===== src/rtl/cap_pkg.sv =====
package cap_pkg;
    typedef enum logic [2:0] {
        ST_IDLE  = 3'd0,
        ST_MOVE  = 3'd1,
        ST_INPOS = 3'd2,
        ST_CAPT  = 3'd3,
        ST_DONE  = 3'd4
    } cap_state_t;

    localparam int OFS_STATE = 0;
    localparam int OFS_TLOC  = 1;
    localparam int OFS_CUR   = 2;
    localparam int OFS_START = 3;
    localparam int OFS_STOP  = 4;
    localparam int OFS_RDPTR = 5;
endpackage


===== src/rtl/cap_mem.sv =====
module cap_mem #(
    parameter int DATA_W = 8,
    parameter int DEPTH  = 16,
    localparam int PTR_W = $clog2(DEPTH)
) (
    input  logic              clk,
    input  logic              we,
    input  logic [PTR_W-1:0]  waddr,
    input  logic [DATA_W-1:0] wdata,
    input  logic [PTR_W-1:0]  raddr,
    output logic [DATA_W-1:0] rdata
);
    logic [DATA_W-1:0] store_q [DEPTH];

    always_ff @(posedge clk) begin
        if (we) store_q[waddr] <= wdata;
    end

    assign rdata = store_q[raddr];
endmodule


===== src/rtl/cap_regs.sv =====
module cap_regs
    import cap_pkg::*;
#(
    parameter int ADDR_W      = 8,
    parameter int BUS_W       = 16,
    parameter int DATA_W      = 8,
    parameter int DEPTH       = 16,
    parameter int REG_BASE    = 0,
    parameter int SAMPLE_BASE = 8,
    localparam int PTR_W      = $clog2(DEPTH)
) (
    input  logic              clk,
    input  logic              rst,
    input  logic [ADDR_W-1:0] bus_addr,
    input  logic              bus_we,
    input  logic [BUS_W-1:0]  bus_wdata,
    output logic [BUS_W-1:0]  bus_rdata,
    input  cap_state_t        state,
    input  logic [PTR_W-1:0]  wr_ptr,
    input  logic [PTR_W-1:0]  rd_ptr,
    input  logic [DATA_W-1:0] mem_rdata,
    output logic [PTR_W-1:0]  mem_raddr,
    output logic [PTR_W-1:0]  trig_loc,
    output logic              start_req,
    output logic              stop_req
);
    localparam logic [ADDR_W-1:0] A_STATE = ADDR_W'(REG_BASE + OFS_STATE);
    localparam logic [ADDR_W-1:0] A_TLOC  = ADDR_W'(REG_BASE + OFS_TLOC);
    localparam logic [ADDR_W-1:0] A_CUR   = ADDR_W'(REG_BASE + OFS_CUR);
    localparam logic [ADDR_W-1:0] A_START = ADDR_W'(REG_BASE + OFS_START);
    localparam logic [ADDR_W-1:0] A_STOP  = ADDR_W'(REG_BASE + OFS_STOP);
    localparam logic [ADDR_W-1:0] A_RDPTR = ADDR_W'(REG_BASE + OFS_RDPTR);
    localparam logic [ADDR_W-1:0] A_SBASE = ADDR_W'(SAMPLE_BASE);
    localparam logic [ADDR_W:0]   A_SEND  = (ADDR_W+1)'(SAMPLE_BASE + DEPTH);
    localparam logic [BUS_W-1:0]  TLOC_LIM = BUS_W'(DEPTH);

    typedef struct packed {
        logic [PTR_W-1:0] tloc;
        logic             start;
        logic             stop;
        logic [BUS_W-1:0] rdata;
    } regs_t;

    regs_t q, d;
    logic  in_mem;

    always_comb begin
        d         = q;
        start_req = 1'b0;
        stop_req  = 1'b0;
        in_mem    = (bus_addr >= A_SBASE) && ({1'b0, bus_addr} < A_SEND);
        mem_raddr = PTR_W'(bus_addr - A_SBASE);

        if (bus_we && bus_addr == A_START) begin
            start_req = bus_wdata[0] && !q.start;
            d.start   = bus_wdata[0];
        end
        if (bus_we && bus_addr == A_STOP) begin
            stop_req = bus_wdata[0] && !q.stop;
            d.stop   = bus_wdata[0];
        end
        if (bus_we && bus_addr == A_TLOC && state == ST_IDLE && bus_wdata < TLOC_LIM)
            d.tloc = PTR_W'(bus_wdata);

        if (in_mem)                  d.rdata = BUS_W'(mem_rdata);
        else if (bus_addr == A_STATE) d.rdata = BUS_W'(state);
        else if (bus_addr == A_TLOC)  d.rdata = BUS_W'(q.tloc);
        else if (bus_addr == A_CUR)   d.rdata = BUS_W'(wr_ptr);
        else if (bus_addr == A_START) d.rdata = BUS_W'(q.start);
        else if (bus_addr == A_STOP)  d.rdata = BUS_W'(q.stop);
        else if (bus_addr == A_RDPTR) d.rdata = BUS_W'(rd_ptr);
        else                          d.rdata = '0;
    end

    always_ff @(posedge clk) begin
        if (rst) q <= '0;
        else     q <= d;
    end

    assign bus_rdata = q.rdata;
    assign trig_loc  = q.tloc;
endmodule


===== src/rtl/cap_fsm.sv =====
module cap_fsm
    import cap_pkg::*;
#(
    parameter int DEPTH  = 16,
    localparam int PTR_W = $clog2(DEPTH),
    localparam int CNT_W = PTR_W + 1
) (
    input  logic             clk,
    input  logic             rst,
    input  logic             trig_in,
    input  logic             start_req,
    input  logic             stop_req,
    input  logic [PTR_W-1:0] trig_loc,
    output cap_state_t       state,
    output logic [PTR_W-1:0] wr_ptr,
    output logic [PTR_W-1:0] rd_ptr,
    output logic             mem_we
);
    localparam logic [CNT_W-1:0] ONE   = CNT_W'(1);
    localparam logic [CNT_W-1:0] FULL  = CNT_W'(DEPTH);
    localparam logic [PTR_W-1:0] LAST  = PTR_W'(DEPTH - 1);

    typedef struct packed {
        cap_state_t       st;
        logic [PTR_W-1:0] wr;
        logic [PTR_W-1:0] rd;
        logic [CNT_W-1:0] cnt;
    } fsm_t;

    fsm_t q, d;
    logic [CNT_W-1:0] post_len;
    logic [PTR_W-1:0] wr_inc;

    always_comb begin
        d        = q;
        mem_we   = 1'b0;
        post_len = FULL - {1'b0, trig_loc};
        wr_inc   = (q.wr == LAST) ? '0 : q.wr + PTR_W'(1);

        case (q.st)
            ST_IDLE: begin
                if (start_req) begin
                    d.wr  = '0;
                    d.cnt = '0;
                    d.st  = (trig_loc == '0) ? ST_INPOS : ST_MOVE;
                end
            end
            ST_MOVE: begin
                mem_we = 1'b1;
                d.wr   = wr_inc;
                d.cnt  = q.cnt + ONE;
                if (q.cnt + ONE == {1'b0, trig_loc}) d.st = ST_INPOS;
            end
            ST_INPOS: begin
                mem_we = 1'b1;
                d.wr   = wr_inc;
                if (trig_in) begin
                    d.cnt = ONE;
                    if (post_len == ONE) begin
                        d.st = ST_DONE;
                        d.rd = wr_inc;
                    end else begin
                        d.st = ST_CAPT;
                    end
                end
            end
            ST_CAPT: begin
                mem_we = 1'b1;
                d.wr   = wr_inc;
                d.cnt  = q.cnt + ONE;
                if (q.cnt + ONE == post_len) begin
                    d.st = ST_DONE;
                    d.rd = wr_inc;
                end
            end
            default: ;
        endcase

        if (stop_req) begin
            d      = q;
            d.st   = ST_IDLE;
            mem_we = 1'b0;
        end
    end

    always_ff @(posedge clk) begin
        if (rst) begin
            q.st  <= ST_IDLE;
            q.wr  <= '0;
            q.rd  <= '0;
            q.cnt <= '0;
        end else begin
            q <= d;
        end
    end

    assign state  = q.st;
    assign wr_ptr = q.wr;
    assign rd_ptr = q.rd;
endmodule


===== src/rtl/capture_ctrl.sv =====
module capture_ctrl
    import cap_pkg::*;
#(
    parameter int DATA_W      = 8,
    parameter int DEPTH       = 16,
    parameter int ADDR_W      = 8,
    parameter int BUS_W       = 16,
    parameter int REG_BASE    = 0,
    parameter int SAMPLE_BASE = 8
) (
    input  logic              clk,
    input  logic              rst,
    input  logic [ADDR_W-1:0] bus_addr,
    input  logic              bus_we,
    input  logic [BUS_W-1:0]  bus_wdata,
    output logic [BUS_W-1:0]  bus_rdata,
    input  logic [DATA_W-1:0] probe_in,
    input  logic              trig_in
);
    localparam int PTR_W = $clog2(DEPTH);

    cap_state_t        state_w;
    logic [PTR_W-1:0]  wr_ptr_w, rd_ptr_w, trig_loc_w, mem_raddr_w;
    logic [DATA_W-1:0] mem_rdata_w;
    logic              start_req_w, stop_req_w, mem_we_w;

    cap_regs #(
        .ADDR_W(ADDR_W), .BUS_W(BUS_W), .DATA_W(DATA_W), .DEPTH(DEPTH),
        .REG_BASE(REG_BASE), .SAMPLE_BASE(SAMPLE_BASE)
    ) u_regs (
        .clk(clk), .rst(rst),
        .bus_addr(bus_addr), .bus_we(bus_we), .bus_wdata(bus_wdata),
        .bus_rdata(bus_rdata),
        .state(state_w), .wr_ptr(wr_ptr_w), .rd_ptr(rd_ptr_w),
        .mem_rdata(mem_rdata_w), .mem_raddr(mem_raddr_w),
        .trig_loc(trig_loc_w), .start_req(start_req_w), .stop_req(stop_req_w)
    );

    cap_fsm #(.DEPTH(DEPTH)) u_fsm (
        .clk(clk), .rst(rst), .trig_in(trig_in),
        .start_req(start_req_w), .stop_req(stop_req_w), .trig_loc(trig_loc_w),
        .state(state_w), .wr_ptr(wr_ptr_w), .rd_ptr(rd_ptr_w), .mem_we(mem_we_w)
    );

    cap_mem #(.DATA_W(DATA_W), .DEPTH(DEPTH)) u_mem (
        .clk(clk), .we(mem_we_w), .waddr(wr_ptr_w), .wdata(probe_in),
        .raddr(mem_raddr_w), .rdata(mem_rdata_w)
    );
endmodule


===== config.mk =====
export PLATFORM = sky130hd
export DESIGN_NAME = capture_ctrl
export DESIGN_NICKNAME = d
export VERILOG_FILES = /design/src/rtl/cap_pkg.sv /design/src/rtl/cap_mem.sv /design/src/rtl/cap_regs.sv /design/src/rtl/cap_fsm.sv /design/src/rtl/capture_ctrl.sv
export SDC_FILE = /design/constraint.sdc
export NUM_CORES = 1
export LEC_CHECK = 0
export ABC_AREA = 1
export BUFFER_PORTS_ARGS = -buffer_cell sky130_fd_sc_hd__buf_4
export CAP_MARGIN = 15
export CORE_MARGIN = 2
export CORE_UTILIZATION = 35
export DETAILED_ROUTE_END_ITERATION = 16
export HOLD_SLACK_MARGIN = 0.1
export SLEW_MARGIN = 20
export SYNTH_ARGS = -nofsm -noshare
export SYNTH_HDL_FRONTEND = slang
export SYNTH_HIERARCHICAL = 1
export SYNTH_SLANG_ARGS = --single-unit

===== constraint.sdc =====
create_clock -name clk -period 2 [get_ports clk]
set_clock_uncertainty 0.05 [all_clocks]
set_input_delay 0.1 -clock clk [delete_from_list [all_inputs] [get_ports clk]]
set_output_delay 0.1 -clock clk [all_outputs]
set_load 0.05 [all_outputs]

Yosys cells after proc, flatten, opt, wreduce, memory -nomap -nowiden
Memory sizes are Yosys's and may differ from the RTL's.
Cells that the tools add are included.
- add/sub/neg operators: 4
- $mul: 0
- div/mod/pow operators: 0
- order comparisons: 3
- equality and inequality tests: 17
- shift operators: 0
- muxes and demuxes: 27
- bitwise gates (word level): 1
- reductions and logical operators: 24
- operator list (operator ; number):
    8-bit 2-to-1 mux ; 6
    7-bit case mux with 4 select lines ; 1
    8-bit by 2-bit == test with 1-bit output, second input constant ; 2
    8-bit by 3-bit == test with 1-bit output, second input constant ; 2
    16-bit by 5-bit < comparator with 1-bit output, second input constant ; 1
    4-bit 2-to-1 mux ; 4
    5-bit case mux with 3 select lines ; 1
    3-bit 2-to-1 mux ; 4
    5-bit AND reduction ; 2
    9-bit 2-to-1 mux ; 1
    8-bit by 1-bit == test with 1-bit output, second input constant ; 1
    8-bit by 4-bit >= comparator with 1-bit output, second input constant ; 1
    1-bit logical AND ; 8
    8-bit logical NOT ; 1
    8-bit by 5-bit < comparator with 1-bit output, second input constant ; 1
    4-bit case mux with 2 select lines ; 1
    7-bit 2-to-1 mux ; 1
    7-bit OR reduction ; 1
    3-bit by 2-bit == test with 1-bit output, second input constant ; 2
    1-bit 2-to-1 mux ; 6
    2-bit by 1-bit != test with 1-bit output, second input constant ; 3
    5-bit by 1-bit adder with 5-bit output, second input constant ; 1
    5-bit by 1-bit == test with 1-bit output, second input constant ; 1
    5-bit by 4-bit == test with 1-bit output ; 1
    other kinds (20) ; 23
- register bits: 38
- latch bits: 0
- RAM bits: 128
- bits in read-only memories: 0
- bits of input ports: 36
- output and inout bits: 16
- memories: 1
- memories (memory ; depth ; bits a word ; rd ports ; clocked after memory_dff ; wr ports ; RTL line ; RTL):
    u_mem.store_q ; 16 ; 8 ; 1 ; 0 ; 1 ; cap_mem.sv:13 ; logic [DATA_W-1:0] store_q [DEPTH];

Depth between registers and ports, before layout
Gate-level depths: netlist of run 1.
- word-level depth: 8
- gate-level depth with buffers: 15
- mapped depth without buffers: 14

By module
The synthesis of run 1 kept the hierarchy.
- modules (own cells, without submodules) (module ; instances ; cells each ; area each (um^2) ; sequential area each (um^2)):
    cap_mem ; 1 ; 543 ; 5612.9 ; 3843.7
    cap_fsm ; 1 ; 201 ; 1262.5 ; 320.3
    cap_regs ; 1 ; 167 ; 1034.7 ; 280.3

Worst setup path before layout of run 1
OpenSTA, ideal clock, no wires.
- path type: input port to flip-flop
- start: in bus_addr[5]
- end: mem u_mem.store_q[12][0] (enable)
- data arrival time: 1666 ps
- path slack: -86 ps
- stages on the path: 9
- cells stage by stage: inv_1 > nand2_1 > nor2_4 > buf_6 > nand4_1 > nor2_1 > nor3_1 > nand3_1 > nor2_1
- cells in the longest elaborated chain, start to end: 6
- ends and longest elaborated chain (item ; RTL line ; RTL):
    from (decl) ; capture_ctrl.sv:13 ; input logic [ADDR_W-1:0] bus_addr,
    8-bit by 3-bit == test with 1-bit output ; cap_regs.sv:58 ; if (bus_we && bus_addr == A_STOP) begin
    1-bit logical AND ; cap_regs.sv:58 ;
    1-bit 2-to-1 mux ; cap_regs.sv:58 ;
    named net stop_req_w ; capture_ctrl.sv:25 ; logic start_req_w, stop_req_w, mem_we_w;
    1-bit 2-to-1 mux ; cap_fsm.sv:79 ; if (stop_req) begin
    named net mem_we_w ; capture_ctrl.sv:25 ;
    1-bit 2-to-1 mux ; cap_mem.sv:16 ; if (we) store_q[waddr] <= wdata;
    1-bit 2-to-1 mux (not written as such) ; cap_mem.sv:16 ;
    to (decl) ; cap_mem.sv:13 ;
The timed path passes the listed nets, and every way through them passes these cells.

Worst setup path in the final report of run 1
- start: reg u_regs/q[16] (netlist bit)
- end: mem u_mem.store_q[10][7] (enable)
- cells in the longest elaborated chain, start to end: 6
- ends and longest elaborated chain (item ; RTL line ; RTL):
    from (decl) ; cap_regs.sv:44 ; regs_t q, d;
    from (signal assigned) ; cap_regs.sv:76 ; if (rst) q <= '0;
    from (signal assigned) ; cap_regs.sv:77 ; else q <= d;
    1-bit logical NOT ; cap_regs.sv:59 ; stop_req = bus_wdata[0] && !q.stop;
    1-bit logical AND ; cap_regs.sv:59 ;
    1-bit 2-to-1 mux ; cap_regs.sv:58 ;
    named net stop_req_w ; capture_ctrl.sv:25 ;
    1-bit 2-to-1 mux ; cap_fsm.sv:79 ;
    named net mem_we_w ; capture_ctrl.sv:25 ;
    1-bit 2-to-1 mux ; cap_mem.sv:16 ;
    1-bit 2-to-1 mux (not written as such) ; cap_mem.sv:16 ;
The timed path passes the listed nets, and every way through them passes these cells.

==> results.toml, run 1 <==
[final_layout]
fillers = 2171
design_area_um2 = 9300
final_nets = 1010
antenna_cells = 0
layout-drive-gt1-share_pct = 15.7
area_growth_pct = 17.6

[setup_path]
rr_startpoint = "u_regs/q[16]"
start_kind = "register"
worst-path-max-fanout = 8
worstPathArrival_ns = 1.96
worstSetupEndpointType = "register"
required_ns = 2.00
crit_slowest_cell = "nor2_1"
reg2reg_depth = 5
crit_path_frequent_cell = "nor2_1"
cp_num_buf_inv = 1
path_delay_family = "simple AND/OR/NAND/NOR gates"
worstSetupPathType = "reg2reg"
regToRegSetupSlack_ns = 0.05
critical_path.cell_chain = "nor2_1 -> nor3_2 -> buf_4 -> nand3b_1 -> nor2_1"
cp_slowest_stage_delay_ns = 0.58
r2r-end = "u_mem/store_q[10][7]"

[drt]
via_count = 5925
routed_wl_um = 19200
drt_first_pass_iters = 6
drc_errors = 0
postRouteAntennaNets = 0
drt-wirelength-per-cell_um = 15.1
drt_first_iter_violations = 463
avgViaCountPerCell = 4.68

[sta]
slew_viol_final = 0
slew-limit-headroom_pct = 53.1
fin_crit_ns = 1.95
rsz0062_at_grt = "true"
period_share_pct = 97.7
fin_tns_setup_ns = 0
clock.fmax_mhz = 512
tightest_slew_ns = 0.701
setup_viol = 0
final_hold_viol_count = 0

[global_route]
grt_max_degree = 65
grt_pass1_wl_um = 30200
antenna_found_initial = 0
grt_overflow = 0
grt_usage_pct = 16.5
grt_pass1_vias = 5686

[yosys]
netlist_instances = 911
post_synth.cell_area_avg_um2 = 8.68
yosysSeqAreaShare_pct = 56.2
yosys_warnings = 6
yosys_register_bits = 158
syn_area_um2 = 7910
synthDistinctLibCells = 32

[die]
ios = 52
die_y_um = 154
die-area_um2 = 23800
start_util_pct = 35.3
num_rows = 55
core_area_um2 = 22400
die_w_um = 154

[power_and_ir_drop]
p_total_mw = 9.20
vdd_drop_max_uv = 576
p_leak_nw = 4.11
power_density_nw_per_um2 = 989

[status]
run_status = "completed"

[placed_design]
dpl.hpwl_um = 12700
portBuffers = 43
place_area_um2 = 8410
gp_congestion = 0.877

[worst_hold_path]
hold_class = "in2reg"
min_delay_path_depth = 8
worstHoldStart = "bus_wdata[15]"
hold-path-endpoint = "u_regs/trig_loc[1]"

[clock_tree]
cts_buffers = 17
clk_pin_slew_ns = 0.07
clkLatencyLatePin_ns = 0.43
h-tree-depth = 4
tritoncts = "built"
clock_sinks = 158
cts_root_buffer = "clkbuf_16"
cts.path.max_buffers = 2

[job]
maxCapViolCount = 0
## worst max path at each step
| stage | from | endpoint | slack, ns | depth (start not counted) |
|---|---|---|---|---|
| 3_5_place_dp | bus_addr[0] | u_mem/store_q[1][4] | -0.08 | 10 |
| 5_1_grt | u_regs/q[16] | u_mem/store_q[11][7] | -0.1 | 5 |
| 2_1_floorplan | bus_addr[5] | u_mem/store_q[13][0] | 0.12 | 9 |
| 4_1_cts | u_regs/q[16] | u_mem/store_q[15][0] | 0.04 | 5 |
| 6_report | u_regs/q[16] | u_mem/store_q[10][7] | 0.05 | 5 |
| 3_3_place_gp | bus_addr[2] | u_mem/store_q[1][1] | -0.02 | 9 |
## report_power, final
part	internal [mW]	total, mW	switching (mW)	leakage, nW
Clock	2.09	3.38	1.29	0.290
Sequential	3.79	3.92	0.128	1.40
Combinational	0.635	1.90	1.27	2.42
Total	6.51	9.20	2.69	4.11
## Yosys cell counts
| cell | number | area [µm²] |
|---|---|---|
| a211oi_1 | 1 | 7.51 |
| a21oi_1 | 20 | 100 |
| a21oi_2 | 1 | 8.76 |
| a21oi_4 | 2 | 32.5 |
| buf_2 | 12 | 60.1 |
| buf_4 | 36 | 270 |
| buf_6 | 11 | 124 |
| clkbuf_1 | 3 | 11.3 |
| conb_1 | 1 | 3.75 |
| dfxtp_1 | 30 | 601 |
| edfxtp_1 | 128 | 3840 |
| ha_1 | 4 | 50.1 |
| inv_1 | 141 | 529 |
| inv_2 | 14 | 52.6 |
| nand2_1 | 252 | 946 |
| nand2_2 | 11 | 68.8 |
| nand2_4 | 1 | 11.3 |
| nand3_1 | 124 | 621 |
| nand3_2 | 3 | 30.0 |
| nand3b_1 | 4 | 30.0 |
| nand4_1 | 6 | 37.5 |
| nor2_1 | 77 | 289 |
| nor2_2 | 5 | 31.3 |
| nor2_4 | 1 | 11.3 |
| nor3_1 | 2 | 10.0 |
| nor3_2 | 2 | 20.0 |
| nor4_1 | 2 | 12.5 |
| o211ai_1 | 2 | 15.0 |
| o21ai_0 | 9 | 45.0 |
| o21ai_1 | 4 | 20.0 |
| xnor2_1 | 1 | 8.76 |
| xor2_1 | 1 | 8.76 |
## flip-flops by register name (all words and copies together) (netlist names)
register          flops
u_mem/store_q       128
u_regs/bus_rdata      8
u_fsm/q               5
u_fsm/rd_ptr          4
u_fsm/wr_ptr          4
u_regs/trig_loc       4
u_fsm/state           3
u_regs/q              2
## through the flow
step | cells | worst slack [ns] | hold WS (ns) | utilization, %
after CTS | 1265 | 0.0430 | 0.110 | 41.1
after global routing | 1267 | -0.0954 | 0.165 | 41.5
after floorplan | 918 | 0.116 | 0.119 | -
after detailed placement | 1214 | -0.0787 | 0.285 | 37.5
after global placement | 1214 | -0.0236 | 0.276 | 37.5
final | 1267 | 0.0467 | 0.135 | 41.5
## layer usage
layer / vias up / part of all wire [%] / GRT usage (%)
li1: 2977 / - / -
met1: 2738 / 46 / 21.3
met2: 184 / 47 / 27.9
met3: 26 / 5.1 / 3.50
met4: 0 / 2.1 / 5.16
met5: - / 0 / 0
## layout make-up
class | instances | area [µm²] | share of cell area (%)
multi-input combinational | 543 | 2480 | 26.7
inverter | 155 | 582 | 6.26
clock buffer | 18 | 429 | 4.62
timing repair buffer | 95 | 810 | 8.71
tap | 285 | 357 | 3.83
clock inverter | 13 | 190 | 2.05
sequential | 158 | 4450 | 47.8
## logic make-up (layout without fill, tap and decap cells)
family                   after synthesis  after routing  synth area share (%)
XOR/XNOR                               2              2                 0.221
other                                  1              8                0.0474
adder cells (fa/ha/maj)                4              4                 0.633
buffers and inverters                217            281                  13.2
flip-flops                           158            158                  56.2
AND/OR/NAND/NOR                      490            490                  26.8
AO/OA/AOI/OAI                         39             39                  2.89
## placed cells by master, fill, tap and decap left out, types with 2 or more instances in the layout
cell,Yosys,layout
nand2_1,252,252
inv_1,141,141
edfxtp_1,128,128
nand3_1,124,123
buf_4,36,71
nor2_1,77,71
dfxtp_1,30,29
dlygate4sd3_1,0,20
a21oi_1,20,20
clkbuf_16,0,18
inv_2,14,14
nor2_2,5,11
nand2_2,11,10
o21ai_0,9,9
conb_1,1,8
nand4_1,6,6
bufinv_16,0,4
clkinv_4,0,4
nand3_2,3,4
nand3b_1,4,4
o21ai_1,4,4
clkinvlp_4,0,3
ha_1,4,3
nor3_2,2,2
nor4_1,2,2
a21oi_4,2,2
nand2_4,1,2
o211ai_1,2,2
buf_12,0,2
## worst min-delay path, cell delays in order
cell and delay [ns]:
buf_4 0.08, nor2_1 0.03, nand2_1 0.09, nor3_4 0.06, nand2_4 0.09, nand2_1 0.05, nand2_1 0.05, nor2_1 0.03
## repair_timing
item	CTS	global route
endpoints found under the hold margin	148	0
hold buffers	20	0
setup endpoints to repair	0	85
buffers inserted	0	1
resized for setup	0	13
Power figures use the tool's default switching activity.
==> run 2, diff against run 1 <==
Settings changed: CORE_ASPECT_RATIO from default to 0.9, CORE_UTILIZATION 35 to 49, PLACE_DENSITY from default to 0.69.
==> run 2 against run 1 <==
Clock-buffer cell count up 1; routed wire length down 1.4%; register-to-register slack better by 0.02 ns; sequential share of layout area up 0.052 points; final cell count down 5.0%; first-iteration DRC count up 45%; sequential power about the same; via count up 3.0%; total power up 0.18%; design area about the same; worst hold slack better by 0.018 ns; critical endpoint is now u_mem/store_q[1][6].
==> results.toml, run 2 (same netlist as run 1, synthesis figures left out) <==
[status]
run_status = "completed"

[final_layout]
largest_reg_flops = 128
antenna_cells = 0
design_area_um2 = 9290
fin_util_pct = 58.2
regMostFlops = "u_mem/store_q"
final_cells = 1204
area_growth_pct = 17.5
final-seq-area_um2 = 4450
final_common_cell = "nand2_1"
final_cell_mix = "252 x nand2_1, 141 x inv_1, 128 x edfxtp_1"
final_nets = 1024
multi_input_area_um2 = 2470
fillers = 1381
layout-drive-gt1-share_pct = 16.4

[drt]
drt_first_iter_violations = 673
avgViaCountPerCell = 5.07
via_count = 6101
postRouteAntennaNets = 0
drt_first_pass_iters = 5
routed_wl_um = 18900
drt-wirelength-per-cell_um = 15.7
drc_errors = 0

[sta]
slew_viol_final = 0
slew-limit-headroom_pct = 58.0
clock.fmax_mhz = 510
tightest_slew_ns = 0.627
final_hold_viol_count = 0
setup_viol = 0
period_share_pct = 98.0
fin_crit_ns = 1.96

[die]
core_area_um2 = 16000
ios = 52
start_util_pct = 49.5
num_rows = 44
die-area_um2 = 17200
die_w_um = 138
die_y_um = 125

[placed_design]
dpl.hpwl_um = 12400
place_area_um2 = 8380
dp.cells = 1146
portBuffers = 43
gp_congestion = 0.856

[setup_path]
worst-path-max-fanout = 8
worstSetupEndpointType = "register"
crit_path_frequent_cell = "nor2_1"
worstSetupPathType = "in2reg"
cp_slowest_stage_delay_ns = 0.55
critical_path.cell_chain = "dlygate4sd3_1 -> buf_4 -> nand4_1 -> nor2_1 -> nor3_2 -> nand2_1 -> nor2_1"
worstPathArrival_ns = 1.96
required_ns = 2.00
cp_num_buf_inv = 2
start_kind = "primary input"
crit_slowest_cell = "nor2_1"
path_delay_family = "simple AND/OR/NAND/NOR gates"

[power_and_ir_drop]
p_leak_nw = 4.17
p_sw_mw = 2.67
comb_power_share_pct = 20.2
p_int_mw = 6.55
clockPowerShare_pct = 37.1
power_density_nw_per_um2 = 992
swShare_pct = 28.9
vdd_drop_max_uv = 637
p_total_mw = 9.22
pwr-share-seq_pct = 42.7

[global_route]
grt_pass1_wl_um = 29800
grt_overflow = 0
grt_usage_pct = 23.2
grt_pass1_vias = 5645
antenna_found_initial = 0
grt_max_degree = 68

[clock_tree]
cts_buffers = 17
cts.path.max_buffers = 2
h-tree-depth = 4
cts_root_buffer = "clkbuf_16"
clock_sinks = 158
tritoncts = "built"
clkLatencyLatePin_ns = 0.43
clk_pin_slew_ns = 0.06

[worst_hold_path]
hold_class = "in2reg"

[job]
maxCapViolCount = 0
run 2: worst min-delay path, delay by kind of cell:
kind | cells | cell delay [ns]
buffers and inverters | 1 | 0.08
and+or+nand+nor | 6 | 0.41
run 2: layout make-up:
class / count / area share, %
sequential: 158 / 47.9
timing repair buffer: 109 / 9.70
inverter: 155 / 6.26
clock inverter: 13 / 2.05
clock buffer: 19 / 4.77
tap: 207 / 2.79
multi-input combinational: 543 / 26.6
run 2: path summary, 6_finish.rpt:
check                               startpoint                   to  slack [ns]  cells after the start
worst max register to register  u_fsm/state[2]  u_mem/store_q[1][6]        0.07                      4
worst min-delay path             bus_wdata[14]   u_regs/trig_loc[0]        0.15                      7
worst max-delay path                    bus_we  u_mem/store_q[1][6]        0.04                      7
worst min register to register      u_fsm/q[4]           u_fsm/q[4]        0.42                      2
run 2: what timing repair did:
| item | 4_1_cts | 5_1_grt |
|---|---|---|
| setup endpoints to repair | 0 | 9 |
| hold buffers | 22 | 0 |
| gates resized for setup | 0 | 8 |
| hold endpoints to repair | 147 | 0 |
| buffers inserted | 0 | 4 |
run 2: per-layer routing:
metal | GRT usage [%] | wire length, µm | up-vias
li1 | - | - | 3010
met1 | 33.9 | 8710 | 2835
met2 | 35.1 | 8640 | 232
met3 | 4.03 | 1300 | 24
met4 | 7.26 | 276 | 0
met5 | 0 | 0 | -
run 2: through the flow:
stage                     hold slack (ns)  TNS (ns)  setup WS (ns)
after floorplan                     0.119         0          0.116
after global placement              0.276         0         0.0802
after detailed placement            0.286         0         0.0267
after CTS                           0.106         0         0.0193
after global routing                0.156  -0.00100       -0.00100
final                               0.153         0         0.0406
run 2: power groups by stage:
stage          registers (mW)  logic [mW]  clock network (mW)
3_5_place_dp             4.00        1.79                   0
6_report                 3.94        1.86                3.42
3_3_place_gp             4.00        1.77                   0
5_1_grt                  3.96        2.09                3.59
4_1_cts                  3.93        1.83                3.46
2_1_floorplan            3.96        1.35                   0
